## config.mk

```make
export PLATFORM = sky130hd
export DESIGN_NAME = pit_top
export DESIGN_NICKNAME = d
export VERILOG_FILES = /design/src/rtl/pit_pkg.sv /design/src/rtl/pit_regs.sv /design/src/rtl/pit_accum.sv /design/src/rtl/pit_cdown.sv /design/src/rtl/pit_top.sv
export SDC_FILE = /design/constraint.sdc
export NUM_CORES = 1
export LEC_CHECK = 0
export ABC_AREA = 1
export BUFFER_PORTS_ARGS = -buffer_cell sky130_fd_sc_hd__buf_2
export CORE_UTILIZATION = 50
export DETAILED_ROUTE_END_ITERATION = 16
export HOLD_SLACK_MARGIN = 0.03
export PLACE_DENSITY = 0.71
export SETUP_SLACK_MARGIN = 0.2
export SYNTH_ARGS = -nofsm -noshare
export SYNTH_HDL_FRONTEND = slang
export SYNTH_SLANG_ARGS = --single-unit
```

## constraint.sdc

```tcl
create_clock -name clk_i -period 5.5 [get_ports clk_i]
set_input_delay 0 -clock clk_i [delete_from_list [all_inputs] [get_ports clk_i]]
set_output_delay 0 -clock clk_i [all_outputs]
set_load 0.005 [all_outputs]
```

## src/rtl/pit_pkg.sv

```systemverilog
package pit_pkg;
  localparam int unsigned DATA_W   = 32;
  localparam int unsigned IRQ_W    = 8;
  localparam int unsigned CD_W     = 12;
  localparam int unsigned ADDR_W   = 4;
  localparam int unsigned EN_BIT   = 8;
  localparam int unsigned DONE_BIT = 16;

  typedef enum logic [1:0] {
    REG_CTRL = 2'd0,
    REG_THR  = 2'd1,
    REG_UNIT = 2'd2,
    REG_CD   = 2'd3
  } reg_idx_e;
endpackage

```

## src/rtl/pit_regs.sv

```systemverilog
module pit_regs
  import pit_pkg::*;
#(
  parameter int unsigned DW = DATA_W,
  parameter int unsigned IW = IRQ_W,
  parameter int unsigned CW = CD_W,
  parameter int unsigned AW = ADDR_W
) (
  input  logic          clk_i,
  input  logic          rst_ni,
  input  logic          req_i,
  input  logic          we_i,
  input  logic [AW-1:0] addr_i,
  input  logic [DW-1:0] wdata_i,
  input  logic [CW-1:0] cd_cnt_i,
  input  logic          cd_done_i,
  output logic [DW-1:0] rdata_o,
  output logic          en_o,
  output logic [IW-1:0] irq_o,
  output logic [DW-1:0] thr_o,
  output logic [DW-1:0] unit_o,
  output logic          stop_o,
  output logic          cfg_o,
  output logic          cd_ld_o,
  output logic [CW-1:0] cd_val_o
);
  reg_idx_e idx;
  logic     wr;
  logic     unused_bits;

  assign idx         = reg_idx_e'(addr_i[3:2]);
  assign wr          = req_i & we_i;
  assign unused_bits = ^{addr_i[1:0]};

  // Decoded strobes consumed by the accumulator and countdown
  assign stop_o   = wr && (idx == REG_CTRL) && !wdata_i[EN_BIT];
  assign cfg_o    = wr && ((idx == REG_THR) || (idx == REG_UNIT));
  assign cd_ld_o  = wr && (idx == REG_CD);
  assign cd_val_o = wdata_i[CW-1:0];

  always_ff @(posedge clk_i or negedge rst_ni) begin
    if (!rst_ni) begin
      en_o   <= 1'b0;
      irq_o  <= '0;
      thr_o  <= '0;
      unit_o <= '0;
    end else if (wr) begin
      unique case (idx)
        REG_CTRL: begin
          en_o  <= wdata_i[EN_BIT];
          irq_o <= wdata_i[IW-1:0];
        end
        REG_THR:  thr_o  <= wdata_i;
        REG_UNIT: unit_o <= wdata_i;
        default:  ;
      endcase
    end
  end

  always_comb begin
    rdata_o = '0;
    unique case (idx)
      REG_CTRL: begin
        rdata_o[IW-1:0]   = irq_o;
        rdata_o[EN_BIT]   = en_o;
      end
      REG_THR:  rdata_o = thr_o;
      REG_UNIT: rdata_o = unit_o;
      REG_CD: begin
        rdata_o[CW-1:0]   = cd_cnt_i;
        rdata_o[DONE_BIT] = cd_done_i;
      end
      default: rdata_o = '0;
    endcase
  end

  p_stop_clears_en_r5: assert property (@(posedge clk_i) disable iff (!rst_ni)
    stop_o |=> !en_o);
  p_cfg_holds_en_r2: assert property (@(posedge clk_i) disable iff (!rst_ni)
    (cfg_o || cd_ld_o) |=> $stable(en_o));
endmodule

```

## src/rtl/pit_accum.sv

```systemverilog
module pit_accum
  import pit_pkg::*;
#(
  parameter int unsigned DW = DATA_W,
  parameter int unsigned IW = IRQ_W
) (
  input  logic          clk_i,
  input  logic          rst_ni,
  input  logic          en_i,
  input  logic [IW-1:0] irq_i,
  input  logic [DW-1:0] thr_i,
  input  logic [DW-1:0] unit_i,
  input  logic          stop_i,
  input  logic          cfg_i,
  output logic          stb_o,
  output logic [IW-1:0] irq_num_o
);
  localparam int unsigned SW = DW + 1;

  logic [DW-1:0] acc_q;
  logic [SW-1:0] sum, rem;
  logic          hold, fire;
  logic [DW-1:0] acc_d;

  assign hold = !en_i || stop_i || cfg_i || (thr_i == '0);
  assign sum  = {1'b0, acc_q} + {1'b0, unit_i};
  assign fire = sum >= {1'b0, thr_i};
  assign rem  = sum - {1'b0, thr_i};

  // Remainder beyond one interval is dropped: at most one fire per clock
  always_comb begin
    if (!fire)                      acc_d = sum[DW-1:0];
    else if (rem >= {1'b0, thr_i})  acc_d = '0;
    else                            acc_d = rem[DW-1:0];
  end

  always_ff @(posedge clk_i or negedge rst_ni) begin
    if (!rst_ni) begin
      acc_q     <= '0;
      stb_o     <= 1'b0;
      irq_num_o <= '0;
    end else if (hold) begin
      acc_q <= '0;
      stb_o <= 1'b0;
    end else begin
      acc_q <= acc_d;
      stb_o <= fire;
      if (fire) irq_num_o <= irq_i;
    end
  end

  p_acc_below_thr_r3: assert property (@(posedge clk_i) disable iff (!rst_ni)
    (thr_i != '0) |-> (acc_q < thr_i));
  p_acc_zero_when_idle_r5: assert property (@(posedge clk_i) disable iff (!rst_ni)
    !en_i |=> (acc_q == '0));
  p_no_stb_when_off_r5: assert property (@(posedge clk_i) disable iff (!rst_ni)
    (!en_i || stop_i) |=> !stb_o);
  p_zero_thr_silent_r6: assert property (@(posedge clk_i) disable iff (!rst_ni)
    (thr_i == '0) |=> !stb_o);
  p_cfg_no_stb_r7: assert property (@(posedge clk_i) disable iff (!rst_ni)
    cfg_i |=> (!stb_o && acc_q == '0));
  p_fast_unit_r8: assert property (@(posedge clk_i) disable iff (!rst_ni)
    (en_i && !stop_i && !cfg_i && thr_i != '0 && unit_i >= thr_i) |=> stb_o);
  p_irq_moves_on_fire_r4: assert property (@(posedge clk_i) disable iff (!rst_ni)
    !$stable(irq_num_o) |-> stb_o);
endmodule

```

## src/rtl/pit_cdown.sv

```systemverilog
module pit_cdown
  import pit_pkg::*;
#(
  parameter int unsigned CW = CD_W
) (
  input  logic          clk_i,
  input  logic          rst_ni,
  input  logic          ld_i,
  input  logic [CW-1:0] val_i,
  output logic [CW-1:0] cnt_o,
  output logic          done_o
);
  localparam logic [CW-1:0] ONE = CW'(1);

  always_ff @(posedge clk_i or negedge rst_ni) begin
    if (!rst_ni) begin
      cnt_o  <= '0;
      done_o <= 1'b0;
    end else if (ld_i) begin
      cnt_o  <= val_i;
      done_o <= 1'b0;
    end else if (cnt_o != '0) begin
      cnt_o <= cnt_o - ONE;
      if (cnt_o == ONE) done_o <= 1'b1;
    end
  end

  p_cd_hold_zero_r9: assert property (@(posedge clk_i) disable iff (!rst_ni)
    (cnt_o == '0 && !ld_i) |=> (cnt_o == '0));
  p_cd_step_r9: assert property (@(posedge clk_i) disable iff (!rst_ni)
    (cnt_o != '0 && !ld_i) |=> (cnt_o == $past(cnt_o) - ONE));
  p_done_sticky_r9: assert property (@(posedge clk_i) disable iff (!rst_ni)
    (done_o && !ld_i) |=> done_o);
  p_load_clears_done_r9: assert property (@(posedge clk_i) disable iff (!rst_ni)
    ld_i |=> !done_o);
endmodule

```

## src/rtl/pit_top.sv

```systemverilog
module pit_top
  import pit_pkg::*;
#(
  parameter int unsigned DW = DATA_W,
  parameter int unsigned IW = IRQ_W,
  parameter int unsigned CW = CD_W,
  parameter int unsigned AW = ADDR_W
) (
  input  logic          clk_i,
  input  logic          rst_ni,
  input  logic          req_i,
  input  logic          we_i,
  input  logic [AW-1:0] addr_i,
  input  logic [DW-1:0] wdata_i,
  output logic [DW-1:0] rdata_o,
  output logic          irq_stb_o,
  output logic [IW-1:0] irq_num_o,
  output logic          done_o
);
  logic          en, stop, cfg, cd_ld;
  logic [IW-1:0] irq;
  logic [DW-1:0] thr, unit;
  logic [CW-1:0] cd_val, cd_cnt;

  pit_regs #(.DW(DW), .IW(IW), .CW(CW), .AW(AW)) u_regs (
    .clk_i, .rst_ni, .req_i, .we_i, .addr_i, .wdata_i,
    .cd_cnt_i (cd_cnt),
    .cd_done_i(done_o),
    .rdata_o,
    .en_o     (en),
    .irq_o    (irq),
    .thr_o    (thr),
    .unit_o   (unit),
    .stop_o   (stop),
    .cfg_o    (cfg),
    .cd_ld_o  (cd_ld),
    .cd_val_o (cd_val)
  );

  pit_accum #(.DW(DW), .IW(IW)) u_accum (
    .clk_i, .rst_ni,
    .en_i     (en),
    .irq_i    (irq),
    .thr_i    (thr),
    .unit_i   (unit),
    .stop_i   (stop),
    .cfg_i    (cfg),
    .stb_o    (irq_stb_o),
    .irq_num_o(irq_num_o)
  );

  pit_cdown #(.CW(CW)) u_cdown (
    .clk_i, .rst_ni,
    .ld_i  (cd_ld),
    .val_i (cd_val),
    .cnt_o (cd_cnt),
    .done_o(done_o)
  );

  p_stb_needs_en_r11: assert property (@(posedge clk_i) disable iff (!rst_ni)
    irq_stb_o |-> $past(en));
endmodule

```

==> results.sh <==
export IMPL_period_share_pct=92.2
export IMPL_synth_cells=1478
export IMPL_clk_latency_ps=430
export IMPL_peakVddDrop_v=0.000320
export IMPL_rrSetupSlack_ps=430
export IMPL_rsz0062_at_grt="no"
export IMPL_drc=0
export IMPL_track_usage_pct=29.5
export IMPL_n_antenna_cell=0
export IMPL_synth_mux_area_share_pct=0
export IMPL_reg2reg_depth=30
export IMPL_hp_class="in2reg"
export IMPL_rows=52
export IMPL_finalSetupViolations=0
export IMPL_p_total_uw=8410
export IMPL_arrival_ps=5430
export IMPL_synth_flop_cell="dfrtp_1"
export IMPL_critPathSlowestCell="dfrtp_1"
export IMPL_port_buffers=79
export IMPL_crit_top_cell="nand2_1"
export IMPL_synthTopCellsByArea="dfrtp_1 (31%), nand2_1 (15%), ha_1 (12%)"
export IMPL_cpPeakStageDelay_ps=410
export IMPL_path_clk_slew_ps=60
export IMPL_wl_per_cell_um=16.9
export IMPL_leakage_uw=0.00655
export IMPL_firstDrtPassIters=5
export IMPL_skew_ps=8.68
export IMPL_area_growth_pct=21.6
export IMPL_timing_max_cap_violations=0
export IMPL_core_area_sq_um=20300
export IMPL_cp_start_kind="flop"
export IMPL_grt_start_max_net_pins=68
export IMPL_synth_avg_cell_area_sq_um=7.01
export IMPL_dieArea_sq_um=21300
export IMPL_final_hold_viol_count=0
export IMPL_grt_pass1_vias=9565
export IMPL_yosysSeqAreaShare_pct=30.7
export IMPL_htree_num_levels=4
export IMPL_worstSetupEndpointType="flop"
export IMPL_whs_path_depth=4
export IMPL_crit_type="reg2reg"
export IMPL_grt_pass1_wl_um=49400
export IMPL_synth_top_family_by_area="simple AND/OR/NAND/NOR gates"
export IMPL_yosys_register_bits=127
export IMPL_relSlewSlack_pct=29.6
export IMPL_critPathMaxFanout=16
export IMPL_netlist_area_sq_um=10400
export IMPL_synth_edf_count=0
export IMPL_synth_distinct_cells=44
export IMPL_power_density_nw_per_um2=668
export IMPL_boundaryPins=82
export IMPL_drv_slew=0
export IMPL_synth_largest_area_cell="dfrtp_1"
export IMPL_mostFrequentLayoutCell="nand2_1"
export IMPL_drive_above_1_share_pct=15.5
export IMPL_cts_buffers=17
export IMPL_die_x_um=146
export IMPL_cts_buffer_depth=2
export IMPL_die_height_um=146
export IMPL_cts_tree="built"
export IMPL_crit_start="u_regs.unit_o[2]"
export IMPL_post_place_ws_ps=157
export IMPL_synth_warnings=0
export IMPL_synth_xor_area_share_pct=5.16
export IMPL_place_congestion=0.940
export IMPL_r2r_start="u_regs.unit_o[2]"
export IMPL_wl_um=31700
export IMPL_outcome="complete, no violations"
export IMPL_via_per_inst=5.52
export IMPL_synth_compound_area_share_pct=17.8
export IMPL_initial_core_util_pct=51.1
export IMPL_dp_hpwl_um=24200
export IMPL_post_route_min_period_ps=5070
export IMPL_cp_required_ps=5860
export IMPL_nNetsFinal=1740
export IMPL_synthArstFlopShare_pct=100
export IMPL_tightestPinTransition_ps=1050
export IMPL_clock_sinks=127
export IMPL_yosys_area_share_adder_pct=12.8
export IMPL_synth_simple_area_share_pct=24.5
export IMPL_antenna_left=0
export IMPL_grt_remaining_overflow=0
export IMPL_final_cell_mix="nand2_1 (397), inv_1 (200), dfrtp_1 (127), o21ai_0 (113), a21oi_1 (110)"
export IMPL_vias=10400
export IMPL_r2r_end="u_accum.acc_q[10]"
export IMPL_tns_ps=0
export IMPL_synth_net_count=1623
export IMPL_fmax_mhz=197
export IMPL_antenna_found_initial=0
export IMPL_worstSetupEndpoint="u_accum.acc_q[10]"
export IMPL_clock_root_buffer="clkbuf_16"
export IMPL_synth_top_area_share_pct=30.7
export IMPL_setup_ws_ps=428
export IMPL_drtIter0Drc=769
==> cells by family (layout without fill, tap and decap cells) <==
kind of cell,count (synthesis),in the layout
AO/OA/AOI/OAI,326,326
XOR/XNOR,61,61
buffers and inverters,238,368
flip-flops,127,127
adder cells (fa/ha/maj),105,105
AND/OR/NAND/NOR,621,621
==> how the worst min path moves through the flow <==
stage	start	endpoint	slack [ps]
2_1_floorplan	rst_ni	u_accum.acc_q[0]	-300
4_1_cts	we_i	u_cdown.done_o	40
5_1_grt	we_i	u_cdown.done_o	60
3_3_place_gp	rst_ni	u_regs.thr_o[28]	130
3_5_place_dp	rst_ni	u_regs.thr_o[28]	120
6_report	we_i	u_cdown.done_o	40
==> metal layers <==
layer	vias up	share of wire, %	global-route usage [%]
met5	-	0	0
met4	0	1.7	7.19
met3	42	7.5	4.95
met2	388	43	43.2
met1	4850	48	45.0
li1	5078	-	-
==> repair_timing <==
action,CTS,global route
cloned,0,1
endpoints found under the setup margin,32,32
endpoints found under the hold margin,145,0
gates resized for setup,1,114
hold buffers,33,0
pin swaps,0,5
buffers inserted,0,7
==> synth_stat cells, types with 2 or more instances <==
master	n
o2111ai_1	2
nand4_1	12
a211oi_1	2
a21oi_1	126
nand2_2	8
o21ai_0	128
o221ai_1	2
o21bai_1	5
nor2_2	4
a21boi_0	3
or2_2	2
o211ai_1	3
o22ai_1	3
a311oi_1	2
inv_1	200
nand2_1	405
buf_6	4
a21o_1	17
xnor2_1	18
dfrtp_1	127
clkbuf_1	25
nand3_1	73
buf_2	6
xor2_1	43
a31oi_1	6
nor4_1	10
a221oi_1	10
nor2_1	94
nor3_1	11
ha_1	103
o21ai_2	10
fa_1	2
==> sequential cells by signal, indices dropped and copies added (netlist names), 8 cells and up <==
signal             cells
u_accum.acc_q         32
u_accum.irq_num_o      8
u_cdown.cnt_o         12
u_regs.irq_o           8
u_regs.thr_o          32
u_regs.unit_o         32
==> area by class of cell <==
class | count | area [sq um]
multi-input cells | 1113 | 6770
clock inverters | 12 | 183
fillers | 1832 | 7690
well taps | 270 | 338
repair buffers | 133 | 916
inverters | 203 | 764
clock buffers | 20 | 457
flip-flops and latches | 127 | 3180
==> per-stage QoR <==
stage | cell area (sq um) | utilization, % | std cells | hold slack (ps)
floorplan | 10400 | - | 1478 | -296
global placement | 11000 | 54.4 | 1805 | 126
detailed placement | 11000 | 54.4 | 1805 | 120
CTS | 12000 | 59.2 | 1870 | 36.5
global route | 12600 | 62.1 | 1878 | 58.0
finish | 12600 | 62.1 | 1878 | 38.8
==> where the power goes <==
group	total (uW)	switching (uW)	internal [uW]
Clock	1220	434	784
Combinational	5780	3620	2160
Sequential	1420	232	1180
Total	8410	4280	4130
==> critical path: cells and delay by family, from the launching register on <==
family | cells | cell delay (ps)
AND/OR/NAND/NOR | 14 | 1290
AO/OA/AOI/OAI | 9 | 1580
buffers and inverters | 2 | 330
XOR/XNOR | 2 | 410
flip-flops | 1 | 410
adder cells (fa/ha/maj) | 3 | 1000
(Power assumes the default switching activity.)
